`src/rtl/vli_pkg.sv`:
```
package vli_pkg;

    localparam int unsigned NUM_EVT = 2;

    typedef enum logic {
        VS_RISE = 1'b0,
        VS_FALL = 1'b1
    } vs_pol_e;

    typedef struct packed {
        logic vs_edge;
        logic hs_edge;
    } sync_evt_t;

    // Edge of interest between the current and previous sample of a sync line
    function automatic logic fn_sel_edge(input logic cur, input logic prv, input vs_pol_e pol);
        return (pol == VS_RISE) ? (cur & ~prv) : (~cur & prv);
    endfunction

endpackage

```
`src/rtl/vli_edge_det.sv`:
```
module vli_edge_det
    import vli_pkg::*;
(
    input  logic      clk,
    input  logic      rst,
    input  vs_pol_e   pol_i,
    input  logic      vs_i,
    input  logic      hs_i,
    output sync_evt_t evt_o
);
    // Sample registers load during reset as well, so once reset drops the
    // previous-sample stage already holds the true line level.
    logic vs_cur, vs_prv, hs_cur, hs_prv;
    logic valid_q;

    always_ff @(posedge clk) begin
        vs_cur <= vs_i;
        vs_prv <= vs_cur;
        hs_cur <= hs_i;
        hs_prv <= hs_cur;
    end

    always_ff @(posedge clk) begin
        if (rst) valid_q <= 1'b0;
        else     valid_q <= 1'b1;
    end

    always_comb begin
        evt_o.vs_edge = valid_q & fn_sel_edge(vs_cur, vs_prv, pol_i);
        evt_o.hs_edge = valid_q & fn_sel_edge(hs_cur, hs_prv, VS_RISE);
    end

    // A rising edge needs a low sample first, so two edges never abut
    p_hs_edge_gap_r3: assert property (@(posedge clk) disable iff (rst)
        evt_o.hs_edge |=> !evt_o.hs_edge);

    p_vs_edge_gap_r2: assert property (@(posedge clk) disable iff (rst)
        evt_o.vs_edge && $stable(pol_i) |=> !evt_o.vs_edge || $changed(pol_i));

endmodule

```
`src/rtl/vli_line_ctr.sv`:
```
module vli_line_ctr
    import vli_pkg::*;
#(
    parameter int unsigned LINE_W = 15
) (
    input  logic              clk,
    input  logic              rst,
    input  sync_evt_t         sync_i,
    output logic [LINE_W-1:0] line_d_o,
    output logic              adv_o
);
    localparam logic [LINE_W-1:0] LINE_MAX = {LINE_W{1'b1}};

    logic [LINE_W-1:0] line_q;
    logic              at_max;

    assign at_max = (line_q == LINE_MAX);

    // Vertical edge wins over a coincident horizontal edge
    always_comb begin
        if (sync_i.vs_edge)                line_d_o = '0;
        else if (sync_i.hs_edge && !at_max) line_d_o = line_q + LINE_W'(1);
        else                               line_d_o = line_q;
    end

    // A fresh count value (or a restart) is what the comparators act on
    assign adv_o = sync_i.vs_edge | (sync_i.hs_edge & ~at_max);

    // Reset to the saturated value: nothing matches until a period opens
    always_ff @(posedge clk) begin
        if (rst) line_q <= LINE_MAX;
        else     line_q <= line_d_o;
    end

    p_restart_r2: assert property (@(posedge clk) disable iff (rst)
        sync_i.vs_edge |=> line_q == '0);

    p_no_wrap_r8: assert property (@(posedge clk) disable iff (rst)
        at_max && !sync_i.vs_edge |=> line_q == LINE_MAX);

    p_step_r3: assert property (@(posedge clk) disable iff (rst)
        sync_i.hs_edge && !sync_i.vs_edge && !at_max
        |=> line_q == $past(line_q) + LINE_W'(1));

    p_hold_r3: assert property (@(posedge clk) disable iff (rst)
        !sync_i.hs_edge && !sync_i.vs_edge |=> $stable(line_q));

endmodule

```
`src/rtl/vli_evt.sv`:
```
module vli_evt #(
    parameter int unsigned LINE_W = 15
) (
    input  logic              clk,
    input  logic              rst,
    input  logic              en_i,
    input  logic              adv_i,
    input  logic [LINE_W-1:0] line_i,
    input  logic [LINE_W-1:0] thr_i,
    output logic              evt_o
);
    logic hit;

    assign hit = en_i & adv_i & (line_i == thr_i);

    always_ff @(posedge clk) begin
        if (rst) evt_o <= 1'b0;
        else     evt_o <= hit;
    end

    p_gated_r7: assert property (@(posedge clk) disable iff (rst)
        !en_i |=> !evt_o);

    p_single_r6: assert property (@(posedge clk) disable iff (rst)
        evt_o |=> !evt_o);

    p_needs_adv_r3: assert property (@(posedge clk) disable iff (rst)
        !adv_i |=> !evt_o);

endmodule

```
`src/rtl/vs_line_irq.sv`:
```
module vs_line_irq
    import vli_pkg::*;
#(
    parameter int unsigned LINE_W = 15
) (
    input  logic              clk,
    input  logic              rst,
    input  logic              en_i,
    input  logic              vs_pol_i,
    input  logic              vs_i,
    input  logic              hs_i,
    input  logic [LINE_W-1:0] thr_a_i,
    input  logic [LINE_W-1:0] thr_b_i,
    output logic              evt_a_o,
    output logic              evt_b_o
);
    sync_evt_t         sync_evt;
    logic [LINE_W-1:0] line_d;
    logic              adv;
    logic [LINE_W-1:0] thr   [NUM_EVT];
    logic [NUM_EVT-1:0] evt;

    assign thr[0] = thr_a_i;
    assign thr[1] = thr_b_i;

    vli_edge_det u_edge (
        .clk   (clk),
        .rst   (rst),
        .pol_i (vs_pol_e'(vs_pol_i)),
        .vs_i  (vs_i),
        .hs_i  (hs_i),
        .evt_o (sync_evt)
    );

    vli_line_ctr #(.LINE_W(LINE_W)) u_ctr (
        .clk      (clk),
        .rst      (rst),
        .sync_i   (sync_evt),
        .line_d_o (line_d),
        .adv_o    (adv)
    );

    for (genvar g = 0; g < NUM_EVT; g++) begin : g_evt
        vli_evt #(.LINE_W(LINE_W)) u_evt (
            .clk    (clk),
            .rst    (rst),
            .en_i   (en_i),
            .adv_i  (adv),
            .line_i (line_d),
            .thr_i  (thr[g]),
            .evt_o  (evt[g])
        );
    end

    assign evt_a_o = evt[0];
    assign evt_b_o = evt[1];

    p_reset_quiet_r1: assert property (@(posedge clk)
        rst |=> evt == '0);

endmodule

```
`config.mk`:
```
export PLATFORM = sky130hd
export DESIGN_NAME = vs_line_irq
export DESIGN_NICKNAME = d
export VERILOG_FILES = /design/src/rtl/vli_pkg.sv /design/src/rtl/vli_edge_det.sv /design/src/rtl/vli_line_ctr.sv /design/src/rtl/vli_evt.sv /design/src/rtl/vs_line_irq.sv
export SDC_FILE = /design/constraint.sdc
export NUM_CORES = 1
export LEC_CHECK = 0
export BUFFER_PORTS_ARGS = -buffer_cell sky130_fd_sc_hd__buf_4
export CAP_MARGIN = 20
export CORE_MARGIN = 5
export CORE_UTILIZATION = 29
export CTS_CLUSTER_SIZE = 14
export DETAILED_ROUTE_END_ITERATION = 8
export PLACE_DENSITY = 0.56
export SYNTH_ARGS = -nofsm -noshare
export SYNTH_HDL_FRONTEND = slang
export SYNTH_HIERARCHICAL = 1
export SYNTH_SLANG_ARGS = --single-unit
```
`constraint.sdc`:
```
create_clock -name clk -period 6.5 [get_ports clk]
set_input_delay 1.3 -clock clk [delete_from_list [all_inputs] [get_ports clk]]
set_output_delay 1.3 -clock clk [all_outputs]
set_load 0.005 [all_outputs]
```
==> flow_summary.ini, run 1 <==
[detailed_routing]
vias_per_cell = 5.06
ant_nets = 0
wl_per_cell_um = 14.7
firstDrtPassIters = 4
remaining_drc_errors = 0
routed_wl_um = 4120
drtIter0Drc = 131
vias = 1416

[pwr]
total_leakage_power_uw = 0.000769
power-per-cell-area_mw_per_mm2 = 222
ir_drop_mv = 0.0859

[synth]
synth_top_family_by_area = simple AND/OR/NAND/NOR gates
synth_sequential_area_ratio_pct = 28.5
postSynthAreaPerCell_um2 = 8.95
ys_async_sr_fraction_pct = 0
yosysWarnings = 6
synthSimpleGateAreaFrac_pct = 36.9
synthCells = 173
synth-main-ff-cell = dfxtp_1
synth_fp_nets = 210
synthesis.area_mm2 = 0.00155
synth.distinct_cells = 44
synth_edf_count = 0
synthAdderAreaFrac_pct = 0.808
yosys.area_share.xor_xnor_pct = 18.1
ys_seq_elements = 22
muxShareOfSynthArea_pct = 1.29
synth_compound_area_share_pct = 12.0

[critical_path]
cpMaxStageDelayCell = or4_1
critical_path_class = primary input to flop
crit_start = vs_pol_i
crit_fanout = 29
worstSetupEndpointType = flop
rr_startpoint = u_ctr/line_q[0]
worstPathArrival_ns = 3.42
critPathLaunchType = primary input
path_cells = buf_4, nand4b_1, nand2_1, or4_1, o21ai_0, xnor2_1, nand4_1, nor4_2
reg2regPathDepth = 8
critical_path_required_ns = 6.68
slowest_delay_ns = 0.70

[timing]
tightest_slew_ns = 0.803
maxSlewViolCount = 0
slew-limit-headroom_pct = 46.3
hold_violations = 0
fin_crit_ns = 3.24
fin_crit_sh_pct = 49.9
finalClockSkew_ns = 0.00838
finalSetupTns_ns = 0
fmaxAchievable_mhz = 308
rsz0062_at_grt = false
setup_violations = 0
hold_ws_ns = 0.360
setup_ws_ns = 3.26

[placement]
routabilityCongestion = 0.789
dp_slack_ns = 2.99
placed_area_mm2 = 0.00189
place_inst = 276
dpl.hpwl_um = 3260
numPortBuffers = 37

[layout]
fin_cells = 280
fin_nets = 248
design_area_mm2 = 0.00197
layout-drive-gt1-share_pct = 27.1
fillers = 565
areaGrowthSynthToFinish_pct = 27.0
n_antenna_cell = 0

[global_route]
grt_use_met3_pct = 2.77
grt_pass1_vias = 1404
grt_usage_pct = 12.2
grt_pass1_wl_um = 6920
met2_usage_pct = 20.7
antenna_found_initial = 0
grt_overflow = 0
grt.busiest_layer = met2
globalRouteMet1Util_pct = 15.6
grt_max_degree = 30

[clocking]
clk_latency_ns = 0.27
cts_setup_buffers = 0
cts_sinks = 22
clk_pin_slew_ns = 0.09
hold_buffers = 0
cts-resized-gates = 0
cts_buffer_depth = 2
cts_root_buffer = clkbuf_8
cts_tree = built
htreeDepth = 1
cts_buffers = 3

[floorplan]
dieHeight_um = 83.1
core_region_area_mm2 = 0.00514
die_w_um = 83.1
row_count = 26
start_util_pct = 30.1
die_area_mm2 = 0.00690
io_pins = 38

[job]
drv_cap = 0

[outcome]
status = completed

[hold_path]
hold_path_startpoint = u_edge/hs_cur
hold_class = flop to flop
hold_path_depth = 0
worst max-delay path, delay by kind of cell:
family | cells | cell delay [ns]
simple gates | 5 | 1.66
compound gates | 1 | 0.18
xor+xnor | 1 | 0.16
buf+inv | 1 | 0.11
kinds of logic after synthesis:
kind of cell	count (synthesis)
xor+xnor	32
fa+ha+maj	1
mux	2
buf+inv	9
compound gates	26
simple gates	81
flops	22
cell usage in the layout (no fill, tap or decap), types with 3 or more instances in the layout:
cell type,netlist,layout
and4_1,4,4
clkbuf_8,0,3
nor2b_1,3,3
nand4_1,10,10
nand2b_1,6,6
dfxtp_1,22,22
buf_4,0,37
nor2_1,8,8
inv_1,5,5
nand2_1,10,10
a21oi_1,3,3
and3b_1,3,3
o21ai_0,11,11
or4_1,6,6
o211ai_1,4,4
xnor2_1,30,30
nand3_1,4,4
flip-flops by register name, summed over array words and instances (netlist names):
| name | count |
|---|---|
| u_ctr/line_q | 15 |
| g_evt.u_evt/evt_o | 2 |
| u_edge/hs_cur | 1 |
| u_edge/hs_prv | 1 |
| u_edge/valid_q | 1 |
| u_edge/vs_cur | 1 |
| u_edge/vs_prv | 1 |
cell type report:
class                      instances  area [um^2]  share of cell area (%)
sequential                        22          440                    22.4
timing repair buffer              37          278                    14.1
tap                               70         87.6                    4.46
clock buffer                       3         41.3                    2.10
clock inverter                     1         30.0                    1.53
inverter                           5         18.8                   0.955
multi-input combinational        142         1070                    54.4
metal layers:
metal / wire (um) / vias up / share of wire (%)
li1: - / 715 / -
met1: 1940 / 674 / 47
met2: 2020 / 23 / 49
met3: 131 / 4 / 3.2
met4: 40 / 0 / 0.97
met5: 0 / - / 0
synthesized netlist by cell type (all sizes together), types with 3 or more instances:
library cell,number,area (um^2)
a21oi,3,15.0
and3,4,27.5
and3b,3,26.3
and4,5,45.0
dfxtp,22,440
inv,5,18.8
nand2,10,37.5
nand2b,6,37.5
nand3,6,40.0
nand4,12,105
nor2,8,30.0
nor2b,3,18.8
nor4,5,58.8
o211ai,4,30.0
o21ai,11,55.1
or2,3,18.8
or4,7,56.3
xnor2,30,263
through the flow:
step,power [uW],utilization [%]
finish,437,38.2
global route,465,38.2
CTS,440,38.2
detailed placement,310,36.9
global placement,311,36.9
floorplan,267,-
power by group:
| group | leakage [uW] | internal (uW) | switching [uW] |
|---|---|---|---|
| Clock | 0.0000357 | 82.3 | 46.8 |
| Combinational | 0.000551 | 70.9 | 78.2 |
| Sequential | 0.000182 | 145 | 13.6 |
final timing paths:
kind                          endpoint  slack (ns)
setup / recovery  g_evt[0].u_evt/evt_o        3.26
setup reg to reg  g_evt[0].u_evt/evt_o        3.81
hold / removal           u_edge/hs_prv        0.36
hold reg to reg          u_edge/hs_prv        0.36
(Power assumes the default switching activity.)
==> run 2, diff against run 1 <==
clock period = 3.05 ns   (was 6.5 ns; I/O delays follow)
==> flow_summary.ini, run 2 (synthesis gave the netlist of run 1 again) <==
[outcome]
status = completed

[layout]
final_cell_mix = buf_4, xnor2_1, dfxtp_1, o21ai_0
multiInputGateArea_mm2 = 0.00107
fillers = 560
seqCellArea_um2 = 440
reg.largest.list = u_ctr/line_q: 15 flops, g_evt.u_evt/evt_o: 2 flops
layout-drive-gt1-share_pct = 28.5
regMostFlops = u_ctr/line_q
final_common_cell = buf_4
largest_reg_flops = 15
fin_nets = 252
areaGrowthSynthToFinish_pct = 27.9
design_area_mm2 = 0.00198
n_antenna_cell = 0

[pwr]
ir_drop_mv = 0.191
total_leakage_power_uw = 0.000781
p_int_uw = 581
power-per-cell-area_mw_per_mm2 = 440
clock_power_share_pct = 24.1
p_sw_uw = 291
switching_share_pct = 33.4
combPwrFrac_pct = 37.3
pwr-share-seq_pct = 38.6

[critical_path]
critical_path_required_ns = 3.23
worstPathArrival_ns = 2.80
path_cells = ha_1, nand3_2, or4_4, and3_2, o21ai_0, xnor2_1, nand4_1, nor4_2
cpMaxStageDelayCell = or4_4
crit_fanout = 7
slowest_delay_ns = 0.51
worstSetupEndpointType = flop
critical_path_class = flop to flop
critPathLaunchType = flop

[timing]
fmaxAchievable_mhz = 382
hold_violations = 0
setup_violations = 0
finalClockSkew_ns = 0.00159
tightest_slew_ns = 0.583
maxSlewViolCount = 0
fin_crit_sh_pct = 85.8
finalSetupTns_ns = 0
slew-limit-headroom_pct = 60.9
rsz0062_at_grt = false
fin_crit_ns = 2.62

[detailed_routing]
firstDrtPassIters = 4
remaining_drc_errors = 0
vias = 1427
ant_nets = 0
vias_per_cell = 5.02
routed_wl_um = 4140
drtIter0Drc = 75
wl_per_cell_um = 14.6

[global_route]
grt_pass1_vias = 1437
grt_max_degree = 14
grt_usage_pct = 12.3
grt_pass1_wl_um = 7020
grt_overflow = 0
antenna_found_initial = 0

[floorplan]
row_count = 26
io_pins = 38
dieHeight_um = 83.1
die_w_um = 83.1
start_util_pct = 30.1
core_region_area_mm2 = 0.00514
die_area_mm2 = 0.00690

[job]
drv_cap = 0

[placement]
placed_area_mm2 = 0.00192
dpl.hpwl_um = 3390
routabilityCongestion = 0.805
numPortBuffers = 37

[clocking]
cts_setup_buffers = 0
hold_buffers = 0
cts_sinks = 22
clk_pin_slew_ns = 0.08
cts_root_buffer = clkbuf_8
cts_buffers = 3
cts_buffer_depth = 2
clk_latency_ns = 0.26
cts-resized-gates = 0
htreeDepth = 1
cts_tree = built

[hold_path]
hold_class = flop to flop
-- run 2: cell types whose count changed in the layout (fill, tap and decap cells not counted) --
cell / change
buf_4: +4
bufinv_16: -1
clkbuf_8: +1
-- run 2: power by group through the flow --
stage	logic [uW]	clock network, uW	registers [uW]
floorplan	233	0	336
global placement	327	0	343
detailed placement	326	0	343
CTS	327	217	336
global route	362	228	340
finish	325	210	336
-- run 2: cell type report --
cell class | instances | area share [%]
Multi-Input combinational cell | 142 | 54.0
Sequential cell | 22 | 22.3
Timing Repair Buffer | 41 | 15.5
Tap cell | 70 | 4.42
Clock buffer | 4 | 2.78
Inverter | 5 | 0.948
-- run 2: final timing paths --
path	startpoint	end	slack (ns)	cells after the start
min	u_edge/hs_cur	u_edge/hs_prv	0.36	0
max reg2reg	u_ctr/line_q[0]	g_evt[0].u_evt/evt_o	0.43	8
max	u_ctr/line_q[0]	g_evt[0].u_evt/evt_o	0.43	8
min reg2reg	u_edge/hs_cur	u_edge/hs_prv	0.36	0
-- run 2: per-stage QoR --
step           util, %  hold slack [ns]  std cells  power [uW]  setup WS (ns)
5_1_grt           38.5            0.367        284         930          0.230
6_report          38.5            0.362        284         871          0.433
3_3_place_gp      37.4            0.345        280         670          0.510
3_5_place_dp      37.4            0.350        280         668          0.468
2_1_floorplan        -            0.324        173         569          0.782
4_1_cts           38.5            0.364        284         881          0.441
-- run 2: routing by layer --
metal	track usage, %	part of all wire, %	up-vias
met1	16.1	46	665
met2	20.8	50	33
met4	2.23	0.56	0
li1	-	-	727
met5	0	0	-
met3	2.87	3.8	2
-- run 2: critical path: cells and delay by family, from the launching register on --
family	cells	cell delay (ns)
adder cells (fa/ha/maj)	1	0.30
AO/OA/AOI/OAI	1	0.33
XOR/XNOR	1	0.17
flip-flops	1	0.39
AND/OR/NAND/NOR	5	1.35
==> run 3, diff against run 2 <==
GPL_ROUTABILITY_DRIVEN = 0   (was unset)
MAX_ROUTING_LAYER = met4   (was unset)
PLACE_DENSITY = 0.55   (was 0.56)
SYNTH_HIERARCHICAL = unset   (was 1)
==> flow_summary.ini, run 3 <==
[clocking]
cts_sinks = 22
cts_buffer_depth = 2
cts-resized-gates = 0
hold_buffers = 0
clk_latency_ns = 0.27
htreeDepth = 1
cts_root_buffer = clkbuf_8
cts_buffers = 3
cts_setup_buffers = 0
cts_tree = built
clk_pin_slew_ns = 0.09

[floorplan]
core_region_area_mm2 = 0.00541
row_count = 27
start_util_pct = 29.4
io_pins = 38
die_area_mm2 = 0.00706
dieHeight_um = 84.0
die_w_um = 84.0

[layout]
final_common_cell = buf_4
fin_nets = 279
multiInputGateArea_mm2 = 0.00109
fillers = 561
fin_cells = 313
n_antenna_cell = 0
regMostFlops = u_ctr.line_q
seqCellArea_um2 = 440
areaGrowthSynthToFinish_pct = 29.4
reg.largest.list = u_ctr.line_q: 15 flops, g_evt.u_evt.evt_o: 2 flops
final_cell_mix = buf_4, dfxtp_1, xnor2_1, nand2_1, o21ai_0
layout-drive-gt1-share_pct = 24.5
largest_reg_flops = 15

[timing]
hold_violations = 0
hold_ws_ns = 0.368
finalClockSkew_ns = 0.00849
finalSetupTns_ns = 0
tightest_slew_ns = 0.550
fin_crit_ns = 2.82
fin_crit_sh_pct = 92.5
rsz0062_at_grt = false
maxSlewViolCount = 0
slew-limit-headroom_pct = 63.0
setup_violations = 0
fmaxAchievable_mhz = 354

[critical_path]
rr_startpoint = u_ctr.line_q[0]
worstSetupEndpointType = flop
reg2regPathDepth = 9
worstPathArrival_ns = 3.02
timing.reg2reg.setup_slack_ns = 0.23
slowest_delay_ns = 0.54
crit_fanout = 7
cpMaxStageDelayCell = or4_1
critPathLaunchType = flop
critical_path_required_ns = 3.24
critical_path_class = flop to flop
path_cells = ha_1, nand4_1, or4_1, and2_4, mux2i_2, a221oi_1, o41ai_1, nor4_1, nor4b_2
r2r-end = g_evt[0].u_evt.evt_o

[synth]
synthesis.area_mm2 = 0.00159
postSynthAreaPerCell_um2 = 7.99
synth_common_cells = dfxtp_1, xnor2_1, nand2_1, o21ai_0, nor2_1
synth_top_area_cell = dfxtp_1
synth-main-ff-cell = dfxtp_1
synth_fp_nets = 236
ys_async_sr_fraction_pct = 0
synth_most_common_cell = dfxtp_1
synthTopCellsByArea = dfxtp_1, xnor2_1, o21ai_0
ys_seq_elements = 22
synth.distinct_cells = 53
synth_edf_count = 0
synth_sequential_area_ratio_pct = 27.7
yosysWarnings = 0
synth_top_area_share_pct = 27.7
synthCells = 199

[placement]
place_inst = 309
numPortBuffers = 37
dpl.hpwl_um = 4210

[detailed_routing]
vias = 1706
remaining_drc_errors = 0
wl_per_cell_um = 16.5
routed_wl_um = 5160
drtIter0Drc = 215
firstDrtPassIters = 4
ant_nets = 0
vias_per_cell = 5.45

[global_route]
antenna_found_initial = 0
grt_pass1_wl_um = 8680
grt_pass1_vias = 1709
grt_max_degree = 16
grt_usage_pct = 15.4
grt_overflow = 0

[pwr]
switching_share_pct = 33.2
p_sw_uw = 315
clock_power_share_pct = 29.7
total_leakage_power_uw = 0.000860
combPwrFrac_pct = 35.1
power_uw = 949
p_int_uw = 634
ir_drop_mv = 0.217
pwr-share-seq_pct = 35.2
power-per-cell-area_mw_per_mm2 = 462

[outcome]
status = completed

[hold_path]
hold_path_startpoint = u_edge.vs_cur
min_to = u_edge.vs_prv
hold_class = flop to flop
hold_path_depth = 0

[job]
drv_cap = 0
==> run 3: final cells by class <==
class / count / area share [%]
clock buffers: 3 / 2.01
clock inverters: 1 / 1.46
inverters: 6 / 1.10
multi-input cells: 163 / 52.8
flip-flops and latches: 22 / 21.4
well taps: 72 / 4.38
repair buffers: 46 / 16.8
==> run 3: critical path, delay by kind of cell (launching register included) <==
family,cells,cell delay [ns]
flops,1,0.47
simple gates,5,1.45
fa+ha+maj,1,0.26
mux,1,0.18
compound gates,2,0.38
==> run 3: stage by stage <==
stage / setup slack [ns] / instance area [um^2] / util, %
global route: 0.0101 / 2060 / 38.0
finish: 0.229 / 2060 / 38.0
CTS: 0.252 / 2060 / 38.0
global placement: 0.153 / 1980 / 36.7
detailed placement: 0.213 / 1980 / 36.7
floorplan: 0.450 / 1590 / -
==> run 3: worst max path at each step <==
stage,cells past startpoint,end,from,slack [ns]
floorplan,11,g_evt[0].u_evt.evt_o,u_ctr.line_q[0],0.45
CTS,9,g_evt[0].u_evt.evt_o,u_ctr.line_q[0],0.25
global placement,8,g_evt[0].u_evt.evt_o,vs_pol_i,0.15
global route,9,g_evt[0].u_evt.evt_o,u_ctr.line_q[0],0.01
finish,9,g_evt[0].u_evt.evt_o,u_ctr.line_q[0],0.23
detailed placement,8,g_evt[0].u_evt.evt_o,vs_pol_i,0.21
==> run 3: routing by layer <==
metal / track usage, % / share of wire (%) / up-vias
li1: - / - / 826
met3: 2.76 / 7.3 / 15
met2: 23.2 / 44 / 96
met5: - / 0 / -
met1: 21.3 / 47 / 769
met4: 3.65 / 2.3 / 0
==> run 3: power groups by stage <==
| stage | combinational [uW] | clock [uW] | sequential [uW] |
|---|---|---|---|
| 2_1_floorplan | 221 | 0 | 333 |
| 3_5_place_dp | 329 | 0 | 340 |
| 6_report | 333 | 282 | 334 |
| 4_1_cts | 331 | 290 | 334 |
| 3_3_place_gp | 334 | 0 | 341 |
| 5_1_grt | 364 | 297 | 338 |
==> run 3: kinds of logic (layout without fill, tap and decap cells) <==
logic type	after synthesis	count (layout)	synth area share (%)
simple gates	83	83	29.1
flops	22	22	27.7
xor+xnor	24	24	13.2
buf+inv	14	56	3.94
mux	3	3	2.13
fa+ha+maj	1	1	0.787
compound gates	52	52	23.1
